===== src/rtl/mag_cmp_pkg.sv =====
package mag_cmp_pkg;
  typedef struct packed {
    logic eq;
    logic gt;
    logic lt;
  } cmp_res_t;

  localparam cmp_res_t CMP_NONE = '{eq: 1'b0, gt: 1'b0, lt: 1'b0};
endpackage


===== src/rtl/mag_cmp_slice.sv =====
module mag_cmp_slice
  import mag_cmp_pkg::*;
#(
  parameter int unsigned W = 4
) (
  input  logic [W-1:0] a_i,
  input  logic [W-1:0] b_i,
  output cmp_res_t     res_o
);
  logic [W-1:0] same;
  logic         gt, lt, done;

  assign same = ~(a_i ^ b_i);

  // the most significant differing bit decides
  always_comb begin
    gt   = 1'b0;
    lt   = 1'b0;
    done = 1'b0;
    for (int i = W - 1; i >= 0; i--) begin
      if (!done && !same[i]) begin
        gt   = a_i[i];
        lt   = b_i[i];
        done = 1'b1;
      end
    end
  end

  assign res_o.eq = &same;
  assign res_o.gt = gt;
  assign res_o.lt = lt;
endmodule


===== src/rtl/mag_cmp_merge.sv =====
module mag_cmp_merge
  import mag_cmp_pkg::*;
#(
  parameter int unsigned NUM_SLICES = 2
) (
  input  cmp_res_t [NUM_SLICES-1:0] slc_i,
  input  logic                      en_i,
  output cmp_res_t                  res_o
);
  logic g, l, e;

  // walk from the top slice; lower slices count only while everything above is equal
  always_comb begin
    g = 1'b0;
    l = 1'b0;
    e = 1'b1;
    for (int i = NUM_SLICES - 1; i >= 0; i--) begin
      g = g | (e & slc_i[i].gt);
      l = l | (e & slc_i[i].lt);
      e = e & slc_i[i].eq;
    end
  end

  always_comb begin
    res_o = CMP_NONE;
    if (en_i) begin
      res_o.eq = e;
      res_o.gt = g;
      res_o.lt = l;
    end
  end
endmodule


===== src/rtl/mag_cmp.sv =====
module mag_cmp
  import mag_cmp_pkg::*;
#(
  parameter int unsigned SLICE_W    = 4,
  parameter int unsigned NUM_SLICES = 2,
  parameter bit          REG_OUT    = 1'b1,
  localparam int unsigned DATA_W    = SLICE_W * NUM_SLICES
) (
  input  logic              clk_i,
  input  logic              rst_ni,
  input  logic [DATA_W-1:0] a_i,
  input  logic [DATA_W-1:0] b_i,
  input  logic              en_i,
  output logic              eq_o,
  output logic              gt_o,
  output logic              lt_o
);
  cmp_res_t [NUM_SLICES-1:0] slc_res;
  logic     [NUM_SLICES-1:0] slc_eq, slc_gt, slc_lt;
  cmp_res_t                  merged;
  cmp_res_t                  out_res;

  for (genvar s = 0; s < NUM_SLICES; s++) begin : g_slice
    mag_cmp_slice #(.W(SLICE_W)) u_slice (
      .a_i  (a_i[s*SLICE_W +: SLICE_W]),
      .b_i  (b_i[s*SLICE_W +: SLICE_W]),
      .res_o(slc_res[s])
    );
    assign slc_eq[s] = slc_res[s].eq;
    assign slc_gt[s] = slc_res[s].gt;
    assign slc_lt[s] = slc_res[s].lt;
  end

  mag_cmp_merge #(.NUM_SLICES(NUM_SLICES)) u_merge (
    .slc_i(slc_res),
    .en_i (en_i),
    .res_o(merged)
  );

  if (REG_OUT) begin : g_reg
    always_ff @(posedge clk_i or negedge rst_ni) begin
      if (!rst_ni) out_res <= CMP_NONE;
      else         out_res <= merged;
    end
  end else begin : g_comb
    assign out_res = merged;
  end

  assign eq_o = out_res.eq;
  assign gt_o = out_res.gt;
  assign lt_o = out_res.lt;
endmodule


===== config.mk =====
export PLATFORM = sky130hd
export DESIGN_NAME = mag_cmp
export DESIGN_NICKNAME = d
export VERILOG_FILES = /design/src/rtl/mag_cmp_pkg.sv /design/src/rtl/mag_cmp_slice.sv /design/src/rtl/mag_cmp_merge.sv /design/src/rtl/mag_cmp.sv
export SDC_FILE = /design/constraint.sdc
export NUM_CORES = 1
export LEC_CHECK = 0
export BUFFER_PORTS_ARGS = -buffer_cell sky130_fd_sc_hd__buf_2
export CORE_UTILIZATION = 30
export DETAILED_ROUTE_END_ITERATION = 7
export PLACE_DENSITY = 0.63
export SLEW_MARGIN = 25
export SYNTH_ARGS = -nofsm -noshare
export SYNTH_HDL_FRONTEND = slang
export SYNTH_SLANG_ARGS = --single-unit

===== constraint.sdc =====
create_clock -name clk_i -period 0.92 [get_ports clk_i]
set_input_delay 0.092 -clock clk_i [delete_from_list [all_inputs] [get_ports clk_i]]
set_output_delay 0.092 -clock clk_i [all_outputs]
set_load 0.005 [all_outputs]

== Yosys cells after proc, flatten, opt, wreduce, memory -nomap -nowiden ==
Cells that the tools add are included.

* Output and inout bits: 3
* Logic and storage cells: 53
* Register bits after elaboration: 3

* Multiplexer cells: 23
* Reduce and logical (&&, ||, !) cells: 18
* Bitwise gates (word level): 9

{| class="wikitable"
|+ Operators with widths
! cell !! count
|-
| $mux W1 || 22
|-
| $logic_not A1 Y1 || 10
|-
| $not A4 Y4 || 2
|-
| $reduce_and A4 Y1 || 2
|-
| $xor A4 B4 Y4 || 2
|-
| $logic_and A1 B1 Y1 || 6
|-
| $and A1 B1 Y1 || 3
|-
| $mux W3 || 1
|-
| $or A1 B1 Y1 || 2
|}

== Logic depth before layout (Yosys ltp) ==
* Word-level depth: 14
* Depth in mapped cells: 8
* Mapped depth without buffers: 7

== Hierarchy ==
Synthesis repeated with hierarchy kept, for this count alone.

* Cell total of the unflattened synthesis: 74
* Area, all modules: 548.0 um^2

{| class="wikitable"
|+ By module, submodules not included
! module !! sequential area each (um^2) !! instances !! area each (um^2) !! cells each
|-
| mag_cmp_slice || 0.0 || 2 || 221.5 || 33
|-
| mag_cmp || 75.1 || 1 || 75.1 || 3
|-
| mag_cmp_merge || 0.0 || 1 || 30.0 || 5
|}

== Worst setup path after synthesis ==
Ideal clock, no wire load.

* Kind: input to register
* Start point: input port a_i[3]
* End point: register out_res, in the netlist lt_o
* Library setup time: 126 ps
* Arrival: 1375 ps
* Data required time: 794 ps
* Stages: 7
* Path slack: -581 ps
* Cells stage by stage: inv_1 ha_1 buf_6 mux2_2 o31ai_2 a21oi_1 a311o_1

{| class="wikitable"
|+ RTL lines
! item !! line !! source
|-
| start, declared || mag_cmp.sv:11 || <nowiki>input logic [DATA_W-1:0] a_i,</nowiki>
|-
| end signal, assigned || mag_cmp.sv:43 || <nowiki>else out_res <= merged;</nowiki>
|-
| end, declared || mag_cmp.sv:21 || <nowiki>cmp_res_t out_res;</nowiki>
|}

==> insert_results.sql <==
INSERT INTO impl_metrics (metric_group, metric, value, unit) VALUES
('logic_synthesis', 'seq_area_frac_synth', '14.0', '%'),
('outcome', 'status', 'finished with violations', ''),
('timing', 'final.period_utilization', '128', '%'),
('grt', 'grt.overflow.total', '0', ''),
('die', 'fp-row-count', '14', ''),
('pwr', 'peak_supply_drop', '0.361', 'mV'),
('logic_synthesis', 'synthCells', '70', ''),
('die', 'dieArea', '0.00197', 'mm²'),
('die', 'die_width', '44.4', 'µm'),
('worst_setup_path', 'cp_cell_sequence', 'buf_8 -> inv_8 -> ha_4 -> mux2_4 -> o31ai_2 -> a21oi_1 -> a311o_1', ''),
('layout', 'most_used_cells_in_the_layout_excluding_fill_and_tap_cells', '18 x buf_4, 17 x buf_2, 8 x nand2b_1, 5 x inv_1, 5 x buf_6', ''),
('detailed_routing', 'detailedRoute.firstPassIterationCount', '4', ''),
('detailed_routing', 'wl_per_cell', '10.3', 'µm'),
('timing', 'rsz_0062_raised_after_global_routing', 'true', ''),
('die', 'die_y', '44.4', 'µm'),
('clock_network', 'root_buffer', 'clkbuf_4', ''),
('timing', 'finalCriticalPeriod', '1180', 'ps'),
('worst_setup_path', 'slowest_stage', 'mux2_4', ''),
('timing', 'hold_violations', '0', ''),
('grt', 'grt_antenna_before_repair', '0', ''),
('detailed_routing', 'ant_nets', '0', ''),
('logic_synthesis', 'synth.distinct_cells', '31', ''),
('worst_setup_path', 'cp-start-kind', 'input pin', ''),
('clock_network', 'clk_pin_slew_worst_paths', '40', 'ps'),
('timing', 'relSlewSlack', '82.0', '%'),
('detailed_routing', 'routed_via_density', '4.79', ''),
('worst_setup_path', 'critical-path-max-stage-delay', '300', 'ps'),
('worst_setup_path', 'worstPathBufferInverterCount', '2', ''),
('logic_synthesis', 'count_of_warnings_emitted_by_yosys', '0', ''),
('worst_setup_path', 'critPathKind', 'in2reg', ''),
('placed_design', 'globalplace.congestion', '0.730', ''),
('layout', 'design.final.nets', '140', ''),
('die', 'top_level_ports', '22', ''),
('grt', 'grt_max_degree', '6', ''),
('clock_network', 'htreeDepth', '1', ''),
('die', 'core_area', '0.00159', 'mm²'),
('grt', 'grt_first_pass_wirelength', '2.32', 'mm'),
('worst_setup_path', 'setup.worst_path.end_class', 'flop', ''),
('worst_setup_path', 'cp.required', '1040', 'ps'),
('pwr', 'power.total', '852', 'µW'),
('worst_setup_path', 'crit_fanout', '4', ''),
('pwr', 'power_per_unit_of_standard_cell_area', '846', 'mW/mm²'),
('logic_synthesis', 'synth.cell_area', '538', 'µm²'),
('layout', 'finalCoreUtilization', '63.1', '%'),
('die', 'initial_core_util', '33.8', '%'),
('logic_synthesis', 'synth.net_count', '93', ''),
('placed_design', 'cell_count_after_placement', '134', ''),
('timing', 'worst_hold_slack', '178', 'ps'),
('layout', 'layout.cells.most_common', 'buf_4', ''),
('timing', 'tightestPinTransition', '268', 'ps'),
('detailed_routing', 'route.detailed.drc', '0', ''),
('clock_network', 'cts_made_buffers', '3', ''),
('logic_synthesis', 'postSynthAreaPerCell', '7.69', 'µm²'),
('detailed_routing', 'post_route_wl', '1.45', 'mm'),
('placed_design', 'total_half_perimeter_wirelength_after_legalization_and_detailed_placement', '1.09', 'mm'),
('worst_setup_path', 'cp.arrival', '1300', 'ps'),
('job', 'max_cap_viol', '0', ''),
('layout', 'stdcell_count', '140', ''),
('pwr', 'total_leakage_power', '0.461', 'nW'),
('worst_hold_path', 'hold_class', 'in2async', ''),
('layout', 'syn_to_final_growth', '87.0', '%'),
('worst_setup_path', 'cpLargestDelayFamily', 'compound AO/OA/AOI/OAI gates', ''),
('grt', 'grt_use_total', '15.9', '%'),
('clock_network', 'cts_tree', 'built', ''),
('clock_network', 'cts_sinks', '3', ''),
('detailed_routing', 'vias', '670', ''),
('placed_design', 'io_buffer_count', '21', ''),
('outcome', 'violations_in_the_final_reports', 'negative setup slack', ''),
('layout', 'final.fill_count', '137', ''),
('placed_design', 'detailed_place.area', '860', 'µm²'),
('layout', 'layout-drive-gt1-share', '56.0', '%'),
('timing', 'timing.final.max_slew_violations', '0', ''),
('layout', 'antenna-diode-count', '0', ''),
('clock_network', 'clock_tree.buffer_depth', '2', ''),
('detailed_routing', 'first_iter_violations', '11', ''),
('timing', 'maxClockFrequency', '0.848', 'GHz'),
('timing', 'setup-violations-final', '3', ''),
('grt', 'via_count_of_the_first_global_routing_pass', '577', ''),
('timing', 'final.setup.worst_slack', '-259', 'ps'),
('layout', 'post_layout_instance_area', '0.00101', 'mm²'),
('logic_synthesis', 'synth.ff_latch_count', '3', '');
-- power by group --
group / switching [mW] / internal [mW]
sequential: 0.00225 / 0.144
clock: 0.0791 / 0.163
combinational: 0.197 / 0.265
total: 0.279 / 0.573
-- sequential cells by signal (all words and copies together), names as in the netlist --
signal and cells:
eq_o 1, gt_o 1, lt_o 1
-- Yosys cell counts --
| cell type | instances | area [µm²] |
|---|---|---|
| nor3_1 | 3 | 15.0 |
| nand3b_1 | 2 | 15.0 |
| mux2i_1 | 1 | 10.0 |
| and4_1 | 1 | 8.76 |
| o211ai_1 | 3 | 22.5 |
| nand2b_1 | 8 | 50.1 |
| mux2_2 | 1 | 11.3 |
| xor2_1 | 1 | 8.76 |
| and3b_2 | 1 | 10.0 |
| a311o_1 | 1 | 10.0 |
| a21oi_1 | 3 | 15.0 |
| nand4_1 | 2 | 12.5 |
| and3_1 | 1 | 6.26 |
| or2_2 | 1 | 6.26 |
| buf_6 | 1 | 11.3 |
| or2b_1 | 1 | 7.51 |
| nand2_1 | 4 | 15.0 |
| dfrtp_1 | 3 | 75.1 |
| ha_1 | 4 | 50.1 |
| nand3_1 | 3 | 15.0 |
| a31oi_1 | 2 | 12.5 |
| o21ai_0 | 2 | 10.0 |
| and4_4 | 1 | 11.3 |
| nor2b_1 | 4 | 25.0 |
| inv_1 | 7 | 26.3 |
| o31ai_2 | 1 | 12.5 |
| o22ai_1 | 1 | 6.26 |
| a22oi_1 | 1 | 7.51 |
| nor3b_1 | 1 | 7.51 |
| o221ai_1 | 1 | 8.76 |
| xnor2_1 | 4 | 35.0 |
-- final timing paths --
kind	from	end	slack (ps)	depth (start not counted)
min in group clk_i	b_i[0]	eq_o$_DFF_PN0_	190	3
max in group asynchronous	rst_ni	gt_o$_DFF_PN0_	630	2
hold / removal	rst_ni	eq_o$_DFF_PN0_	180	2
setup / recovery	a_i[3]	lt_o$_DFF_PN0_	-260	7
-- per-stage QoR --
step | setup WS (ps) | TNS, ps
floorplan | -507 | -760
CTS | -271 | -503
global route | -324 | -718
finish | -259 | -485
global placement | -619 | -1530
detailed placement | -633 | -1560
-- cell type report --
class | instances | area, µm² | area share (%)
inverters | 7 | 36.3 | 3.61
flip-flops and latches | 3 | 75.1 | 7.46
clock buffers | 4 | 26.3 | 2.61
well taps | 24 | 30.0 | 2.99
repair buffers | 43 | 317 | 31.5
multi-input cells | 59 | 522 | 51.9
-- cells by family after synthesis --
group / after synthesis / synth area share, %
AOI/OAI and AO/OA: 15 / 19.5
xor gates and xnor gates: 5 / 8.14
adders and majority gates: 4 / 9.30
buffers and inverters: 8 / 6.98
DFF: 3 / 14.0
muxes: 2 / 3.95
and+or+nand+nor: 33 / 38.1
-- per-layer routing --
metal	share of wire (%)	track usage (%)	up-vias
met5	0	0	-
met2	53	28.5	16
met3	1.7	1.22	2
met1	44	18.3	307
met4	1.4	9.09	0
li1	-	-	345
-- timing repair --
action | 4_1_cts | 5_1_grt
pin swaps | 11 | 2
setup endpoints to repair | 3 | 3
resized for setup | 22 | 1
hold buffers | 1 | 0
endpoints found under the hold margin | 3 | 0
buffers inserted | 1 | 0
Power figures use the tool's default switching activity.
